## config.mk

```make
export PLATFORM = sky130hd
export DESIGN_NAME = cluster_sparsifier
export DESIGN_NICKNAME = d
export VERILOG_FILES = /design/src/rtl/cs_pkg.sv /design/src/rtl/cs_ctrl.sv /design/src/rtl/cs_datapath.sv /design/src/rtl/cs_rowq.sv /design/src/rtl/cluster_sparsifier.sv
export SDC_FILE = /design/constraint.sdc
export NUM_CORES = 1
export LEC_CHECK = 0
export CAP_MARGIN = 15
export CORE_ASPECT_RATIO = 2
export CORE_UTILIZATION = 45
export DETAILED_ROUTE_END_ITERATION = 6
export GPL_ROUTABILITY_DRIVEN = 0
export PLACE_DENSITY = 0.68
export SETUP_SLACK_MARGIN = 0.5
export SLEW_MARGIN = 10
export SYNTH_ARGS = -nofsm -noshare
export SYNTH_HDL_FRONTEND = slang
export SYNTH_HIERARCHICAL = 1
export SYNTH_SLANG_ARGS = --single-unit
export TNS_END_PERCENT = 30
```

## constraint.sdc

```tcl
create_clock -name clk -period 12.2 [get_ports clk]
set_clock_uncertainty 0.1 [all_clocks]
set_input_delay 2.44 -clock clk [delete_from_list [all_inputs] [get_ports clk]]
set_output_delay 2.44 -clock clk [all_outputs]
set_load 0.02 [all_outputs]
```

## src/rtl/cs_pkg.sv

```systemverilog
package cs_pkg;
  typedef struct packed {
    logic advance;    // shift the row pipeline
    logic takeInput;  // load rowData as the newest row
    logic kernelEn;   // kernels valid this cycle
    logic pushEn;     // oldest held row is final
    logic lastRow;    // current strobe ends the frame
  } ctrl_strobe_t;
endpackage

```

## src/rtl/cs_ctrl.sv

```systemverilog
module cs_ctrl
  import cs_pkg::*;
#(
  parameter int NROWS = 32,
  localparam int ROW_W = $clog2(NROWS)
) (
  input  logic             clk,
  input  logic             rstN,
  input  logic             rowValid,
  output ctrl_strobe_t     strobe,
  output logic [ROW_W-1:0] pushRow
);
  typedef enum logic [1:0] {ST_IDLE, ST_FLUSH1, ST_FLUSH2} state_t;

  state_t           state;
  logic [ROW_W-1:0] rowCnt;
  logic             isLast;

  assign isLast = (rowCnt == ROW_W'(NROWS - 1));

  always_comb begin
    strobe  = '0;
    pushRow = '0;
    case (state)
      ST_IDLE: if (rowValid) begin
        strobe.advance   = 1'b1;
        strobe.takeInput = 1'b1;
        strobe.kernelEn  = (rowCnt != '0);
        strobe.pushEn    = (rowCnt >= ROW_W'(2));
        strobe.lastRow   = isLast;
        pushRow          = rowCnt - ROW_W'(2);
      end
      ST_FLUSH1: begin
        strobe.advance = 1'b1;
        strobe.pushEn  = 1'b1;
        pushRow        = ROW_W'(NROWS - 2);
      end
      default: begin
        strobe.advance = 1'b1;
        strobe.pushEn  = 1'b1;
        pushRow        = ROW_W'(NROWS - 1);
      end
    endcase
  end

  always_ff @(posedge clk) begin
    if (!rstN) begin
      state  <= ST_IDLE;
      rowCnt <= '0;
    end else begin
      case (state)
        ST_IDLE: if (rowValid) begin
          rowCnt <= isLast ? '0 : rowCnt + ROW_W'(1);
          state  <= isLast ? ST_FLUSH1 : ST_IDLE;
        end
        ST_FLUSH1: state <= ST_FLUSH2;
        default:   state <= ST_IDLE;
      endcase
    end
  end

  AST_NO_ROW_IN_FLUSH: assert property (@(posedge clk) disable iff (!rstN)
    (state != ST_IDLE) |-> !rowValid);
endmodule

```

## src/rtl/cs_datapath.sv

```systemverilog
module cs_datapath
  import cs_pkg::*;
#(
  parameter int NCOLS    = 16,
  parameter int PIX_W    = 5,
  parameter int WIN_HALF = 4,
  localparam int SUM_W = PIX_W + 2
) (
  input  logic                           clk,
  input  logic                           rstN,
  input  ctrl_strobe_t                   strobe,
  input  logic [NCOLS*PIX_W-1:0]         rowData,
  input  logic                           thrMode,
  input  logic [SUM_W-1:0]               thrGlobal,
  input  logic [(NCOLS-1)*SUM_W-1:0]     thrCols,
  output logic                           pushEn,
  output logic [NCOLS-1:0]               pushMask,
  output logic [NCOLS*PIX_W-1:0]         pushData
);
  logic [NCOLS*PIX_W-1:0] rowPrev, rowOld;
  logic [NCOLS-1:0]       maskOld, maskPrev, maskNext;
  logic [NCOLS-2:0]       hits;
  logic [NCOLS-1:0]       win;

  for (genvar c = 0; c < NCOLS - 1; c++) begin : g_kern
    logic [SUM_W-1:0] kSum, kThr;
    assign kSum = SUM_W'(rowPrev[c*PIX_W +: PIX_W]) + SUM_W'(rowPrev[(c+1)*PIX_W +: PIX_W])
                + SUM_W'(rowData[c*PIX_W +: PIX_W]) + SUM_W'(rowData[(c+1)*PIX_W +: PIX_W]);
    assign kThr = thrMode ? thrCols[c*SUM_W +: SUM_W] : thrGlobal;
    assign hits[c] = strobe.kernelEn && (kSum > kThr);
  end

  for (genvar j = 0; j < NCOLS; j++) begin : g_spread
    logic acc;
    always_comb begin
      acc = 1'b0;
      for (int c = 0; c < NCOLS - 1; c++)
        if (c >= j - WIN_HALF && c <= j + WIN_HALF) acc = acc | hits[c];
    end
    assign win[j] = acc;
  end

  assign pushEn   = strobe.pushEn;
  assign pushMask = maskOld | win;
  assign pushData = rowOld;

  always_ff @(posedge clk) begin
    if (!rstN) begin
      maskOld  <= '0;
      maskPrev <= '0;
      maskNext <= '0;
      rowOld   <= '0;
      rowPrev  <= '0;
    end else if (strobe.advance) begin
      rowOld   <= rowPrev;
      maskOld  <= maskPrev | win;
      maskPrev <= maskNext | win;
      maskNext <= (strobe.takeInput && !strobe.lastRow) ? win : '0;
      if (strobe.takeInput) rowPrev <= rowData;
    end
  end

  AST_FRAME_START_CLEAN: assert property (@(posedge clk) disable iff (!rstN)
    (strobe.takeInput && !strobe.kernelEn) |-> (maskOld == '0 && maskPrev == '0 && maskNext == '0));
endmodule

```

## src/rtl/cs_rowq.sv

```systemverilog
module cs_rowq #(
  parameter int NCOLS = 16,
  parameter int PIX_W = 5,
  parameter int NROWS = 32,
  parameter int DEPTH = 4,
  localparam int ROW_W = $clog2(NROWS),
  localparam int COL_W = $clog2(NCOLS),
  localparam int PTR_W = (DEPTH > 1) ? $clog2(DEPTH) : 1,
  localparam int CNT_W = $clog2(DEPTH + 1)
) (
  input  logic                   clk,
  input  logic                   rstN,
  input  logic                   pushEn,
  input  logic [ROW_W-1:0]       pushRow,
  input  logic [NCOLS-1:0]       pushMask,
  input  logic [NCOLS*PIX_W-1:0] pushData,
  input  logic                   outReady,
  output logic                   outValid,
  output logic [ROW_W-1:0]       outRow,
  output logic [COL_W-1:0]       outCol,
  output logic [PIX_W-1:0]       outPix,
  output logic                   overflow
);
  logic [ROW_W-1:0]       qRow  [DEPTH];
  logic [NCOLS-1:0]       qMask [DEPTH];
  logic [NCOLS*PIX_W-1:0] qData [DEPTH];
  logic [PTR_W-1:0]       rdPtr, wrPtr;
  logic [CNT_W-1:0]       count;

  logic [NCOLS-1:0] headMask, remMask;
  logic [COL_W-1:0] lowIdx;
  logic             isFull, emit, doPop, doPush, flagged;
  logic             contValid;
  logic [COL_W-1:0] contCol;

  function automatic logic [PTR_W-1:0] ptrNext(input logic [PTR_W-1:0] p);
    return (p == PTR_W'(DEPTH - 1)) ? '0 : p + PTR_W'(1);
  endfunction

  always_comb begin
    headMask = qMask[rdPtr];
    lowIdx   = '0;
    for (int c = NCOLS - 1; c >= 0; c--)
      if (headMask[c]) lowIdx = COL_W'(c);
    remMask         = headMask;
    remMask[lowIdx] = 1'b0;
  end

  assign flagged = pushEn && (pushMask != '0);
  assign isFull  = (count == CNT_W'(DEPTH));
  assign emit    = (count != '0) && (!outValid || outReady);
  assign doPop   = emit && (remMask == '0);
  assign doPush  = flagged && !isFull;

  always_ff @(posedge clk) begin
    if (!rstN) begin
      rdPtr     <= '0;
      wrPtr     <= '0;
      count     <= '0;
      outValid  <= 1'b0;
      outRow    <= '0;
      outCol    <= '0;
      outPix    <= '0;
      overflow  <= 1'b0;
      contValid <= 1'b0;
      contCol   <= '0;
      for (int i = 0; i < DEPTH; i++) qMask[i] <= '0;
    end else begin
      if (emit) begin
        outValid     <= 1'b1;
        outRow       <= qRow[rdPtr];
        outCol       <= lowIdx;
        outPix       <= qData[rdPtr][int'(lowIdx)*PIX_W +: PIX_W];
        qMask[rdPtr] <= remMask;
        contValid    <= !doPop;
        contCol      <= lowIdx;
        if (doPop) rdPtr <= ptrNext(rdPtr);
      end else if (outReady) begin
        outValid <= 1'b0;
      end
      if (doPush) begin
        qRow[wrPtr]  <= pushRow;
        qMask[wrPtr] <= pushMask;
        qData[wrPtr] <= pushData;
        wrPtr        <= ptrNext(wrPtr);
      end
      if (flagged && isFull) overflow <= 1'b1;
      case ({doPush, doPop})
        2'b10:   count <= count + CNT_W'(1);
        2'b01:   count <= count - CNT_W'(1);
        default: count <= count;
      endcase
    end
  end

  AST_OUT_HOLD: assert property (@(posedge clk) disable iff (!rstN)
    (outValid && !outReady) |=> (outValid && $stable(outRow) && $stable(outCol) && $stable(outPix)));
  AST_OVF_STICKY: assert property (@(posedge clk) disable iff (!rstN)
    overflow |=> overflow);
  AST_COUNT_LIMIT: assert property (@(posedge clk) disable iff (!rstN)
    count <= CNT_W'(DEPTH));
  AST_COL_RISING: assert property (@(posedge clk) disable iff (!rstN)
    (emit && contValid) |-> (lowIdx > contCol));
endmodule

```

## src/rtl/cluster_sparsifier.sv

```systemverilog
module cluster_sparsifier
  import cs_pkg::*;
#(
  parameter int NCOLS     = 16,
  parameter int NROWS     = 32,
  parameter int PIX_W     = 5,
  parameter int BUF_DEPTH = 4,
  parameter int WIN_HALF  = 4,
  localparam int SUM_W = PIX_W + 2,
  localparam int ROW_W = $clog2(NROWS),
  localparam int COL_W = $clog2(NCOLS)
) (
  input  logic                       clk,
  input  logic                       rstN,
  input  logic                       rowValid,
  input  logic [NCOLS*PIX_W-1:0]     rowData,
  input  logic                       thrMode,
  input  logic [SUM_W-1:0]           thrGlobal,
  input  logic [(NCOLS-1)*SUM_W-1:0] thrCols,
  output logic                       outValid,
  input  logic                       outReady,
  output logic [ROW_W-1:0]           outRow,
  output logic [COL_W-1:0]           outCol,
  output logic [PIX_W-1:0]           outPix,
  output logic                       overflow
);
  ctrl_strobe_t           strobe;
  logic [ROW_W-1:0]       pushRow;
  logic                   pushEn;
  logic [NCOLS-1:0]       pushMask;
  logic [NCOLS*PIX_W-1:0] pushData;

  cs_ctrl #(.NROWS(NROWS)) ctrl_i (
    .clk(clk), .rstN(rstN), .rowValid(rowValid), .strobe(strobe), .pushRow(pushRow)
  );

  cs_datapath #(.NCOLS(NCOLS), .PIX_W(PIX_W), .WIN_HALF(WIN_HALF)) dp_i (
    .clk(clk), .rstN(rstN), .strobe(strobe), .rowData(rowData), .thrMode(thrMode),
    .thrGlobal(thrGlobal), .thrCols(thrCols), .pushEn(pushEn), .pushMask(pushMask),
    .pushData(pushData)
  );

  cs_rowq #(.NCOLS(NCOLS), .PIX_W(PIX_W), .NROWS(NROWS), .DEPTH(BUF_DEPTH)) rowq_i (
    .clk(clk), .rstN(rstN), .pushEn(pushEn), .pushRow(pushRow), .pushMask(pushMask),
    .pushData(pushData), .outReady(outReady), .outValid(outValid), .outRow(outRow),
    .outCol(outCol), .outPix(outPix), .overflow(overflow)
  );
endmodule

```

==> metrics.cfg <==
[floorplanning]
die-height_um=399
rows=145
die_w_um=200
io_pins=213
start_util_pct=45.4
core_sq_um=78000
die_area_sq_um=79800

[worst_setup_path]
critPathArrivalTime_ps=10060
path_class=in2reg
crit_path_top_delay_cell=nand3b_1
worstPathCellList=clkdlybuf4s50_1 -> inv_1 -> fa_1 -> fa_1 -> inv_1 -> ha_1 -> a21o_1 -> a21oi_1 -> nor2b_1 -> o21ai_0 -> nand2b_1 -> ha_1 -> nand4_1 -> a21oi_1 -> o31ai_4 -> nand4bb_1 -> nor3_4 -> nand3b_1 -> nor4_1 -> a41oi_1 -> a21boi_0 -> and3_4 -> nand3b_1
path_buf_inv=3
critPathMaxStageDelay_ps=920
cp-start-kind=input port
critPathTopFamily=simple AND/OR/NAND/NOR gates
worst-path-max-fanout=27
worst_setup_path_end_kind=register
cp.required_ps=12130

[finish]
drive_above_1_share_pct=9.42
fin_nets=3665
syn2layout_area_growth_pct=14.4
num-fill-cells=6840
final_common_cell=edfxtp_1
utilization_pct=51.9
final_cell_mix=404 x edfxtp_1, 318 x inv_1, 268 x nand2_1
diodes=0

[grt]
grt_use_total_pct=23.8
antenna_found_initial=1
grt_overflow=0
grt_pass1_wl_mm=143
grt_pass1_vias=23900
grt_max_degree=107

[routing]
drt_iter0_drc=1419
drt-total-wl_mm=94.4
vias_per_cell=5.65
avgRoutedWirePerCell_um=22.6
dr.pass1.iters=6
drc=0
antenna_left=0
num_vias=23600

[clock_tree]
cts_resized=0
cts.clk_slew.worst_paths_ps=70
cts_max_level=2
clockBufferDepth=3
postCtsSetupBuffers=0
cts_tree=done
cts_inserted_buffers=53
cts-root-buf=clkbuf_16
numClockSinks=644
cts_hold_buf=0
clock_latency_ps=600

[logic_synthesis]
ys_types=99
syn_area_sq_um=35400
avgSynthCellArea_sq_um=12.0
synthCells=2951
synth-async-reset-ratio_pct=0
synth-main-ff-cell=edfxtp_1
synthesis.nets=3506
ys_seq_elements=644
seq_area_frac_synth_pct=47.9
synth_edf_count=404
yosysWarnings=6

[place]
io_buffers=212
dp_hpwl_mm=69.5

[timing]
fin_crit_ps=10130
rsz0062_at_grt=no
timing.final.crit_share_pct=83.0
worstMarginPinSlew_ps=1180
hold_violations=0
setup-violations-final=0
final_max_slew_viol_count=0
slew-limit-headroom_pct=20.7
fmax_ghz=0.0988
tns_ps=0

[power_and_ir_drop]
p_leak_nw=15.2
p_seq_share_pct=42.6
vdd_ir_drop_max_v=0.000118
pwr-share-clk_pct=33.3
power_mw=5.69
swShare_pct=29.1
p_int_mw=4.03
power_per_cell_area_nw_per_um2=140
netSwitchingPower_mw=1.65
p_comb_share_pct=24.1

[min_path]
min_path_type=reg2reg

[status]
outcome=complete, no violations

[job]
maxCapViolations=0

==> cells in the mapped netlist (all sizes together) (13+ instances only) <==
master | count | area share (%)
a211oi | 13 | 0.28
a21boi | 94 | 2.0
a21o | 36 | 0.76
a21oi | 174 | 2.5
a22o | 39 | 0.97
a31oi | 47 | 0.89
and2 | 15 | 0.27
and3 | 19 | 0.34
buf | 46 | 0.68
clkbuf | 93 | 0.99
dfxtp | 240 | 14
edfxtp | 404 | 34
fa | 151 | 8.5
ha | 207 | 7.3
inv | 318 | 3.4
mux2i | 89 | 2.5
mux4 | 101 | 6.4
nand2 | 273 | 2.9
nand2b | 34 | 0.60
nand3 | 30 | 0.44
nand3b | 18 | 0.38
nand4 | 19 | 0.34
nor2 | 44 | 0.49
nor2b | 111 | 2.0
nor3 | 20 | 0.42
nor4 | 19 | 0.56
o21ai | 120 | 1.7
o31ai | 18 | 0.49
xnor2 | 43 | 1.1
==> routing by layer <==
metal,GRT usage [%],vias up,routed length [um]
met3,2.17,224,4520
li1,-,10900,-
met5,0,-,0
met2,43.4,869,49100
met1,27.5,11700,35500
met4,12.5,0,5320
==> final timing paths <==
kind                            cells past startpoint  slack, ps              start                 end
worst max-delay path                               23       2070        rowData[47]  rowq_i/qMask[3][7]
worst min-delay path                                2        350  dp_i/maskPrev[10]    dp_i/maskOld[10]
worst max register to register                     22       4070   dp_i/rowPrev[47]  rowq_i/qMask[3][7]
worst min register to register                      2        350  dp_i/maskPrev[10]    dp_i/maskOld[10]
==> flip-flops by register name, indices dropped and copies added, names as in the netlist, 5 cells and up, named ones only <==
| register | count |
|---|---|
| rowq_i/outRow | 5 |
| ctrl_i/rowCnt | 5 |
| dp_i/rowPrev | 80 |
| dp_i/maskOld | 16 |
| rowq_i/qMask | 64 |
| rowq_i/outPix | 5 |
| rowq_i/qData | 320 |
| rowq_i/qRow | 20 |
| dp_i/maskNext | 16 |
| dp_i/maskPrev | 16 |
| dp_i/pushData | 80 |
==> power groups by stage <==
stage / sequential [mW] / clock (mW) / combinational [mW]
final: 2.42 / 1.89 / 1.37
after detailed placement: 2.47 / 0 / 1.35
after floorplan: 2.46 / 0 / 0.945
after CTS: 2.42 / 1.92 / 1.36
after global placement: 2.47 / 0 / 1.33
after global routing: 2.43 / 1.99 / 1.53
==> through the flow <==
stage	hold WS, ps	instances	cell area (sq um)	setup WS (ps)
CTS	356	4183	40500	2200
finish	354	4183	40500	2070
global route	372	4183	40500	1720
detailed placement	346	4084	38600	1580
floorplan	329	2951	35400	1140
global placement	337	4083	38500	1630
==> logic make-up (layout without fill, tap and decap cells) <==
logic type,Yosys count,in the layout,share of synthesized area (%)
AOI/OAI and AO/OA,617,617,11.4
xor gates and xnor gates,49,49,1.21
adders and majority gates,358,358,15.9
and+or+nand+nor,623,623,9.26
muxes,201,201,9.29
DFF,644,644,47.9
buffers and inverters,459,662,5.07
==> final cells by class <==
cell class / instances / area (sq um) / share of cell area [%]
Sequential cell: 644 / 16900 / 41.8
Multi-Input combinational cell: 1848 / 16800 / 41.4
Clock inverter: 30 / 459 / 1.13
Tap cell: 1029 / 1290 / 3.18
Clock buffer: 69 / 1480 / 3.66
Timing Repair Buffer: 243 / 2360 / 5.82
Inverter: 320 / 1210 / 2.98
==> worst min-delay path: cells and delay by family (launching register included) <==
family / cells / cell delay, ps
flip-flops: 1 / 310
buffers and inverters: 1 / 40
AO/OA/AOI/OAI: 1 / 60
Power figures use the tool's default switching activity.
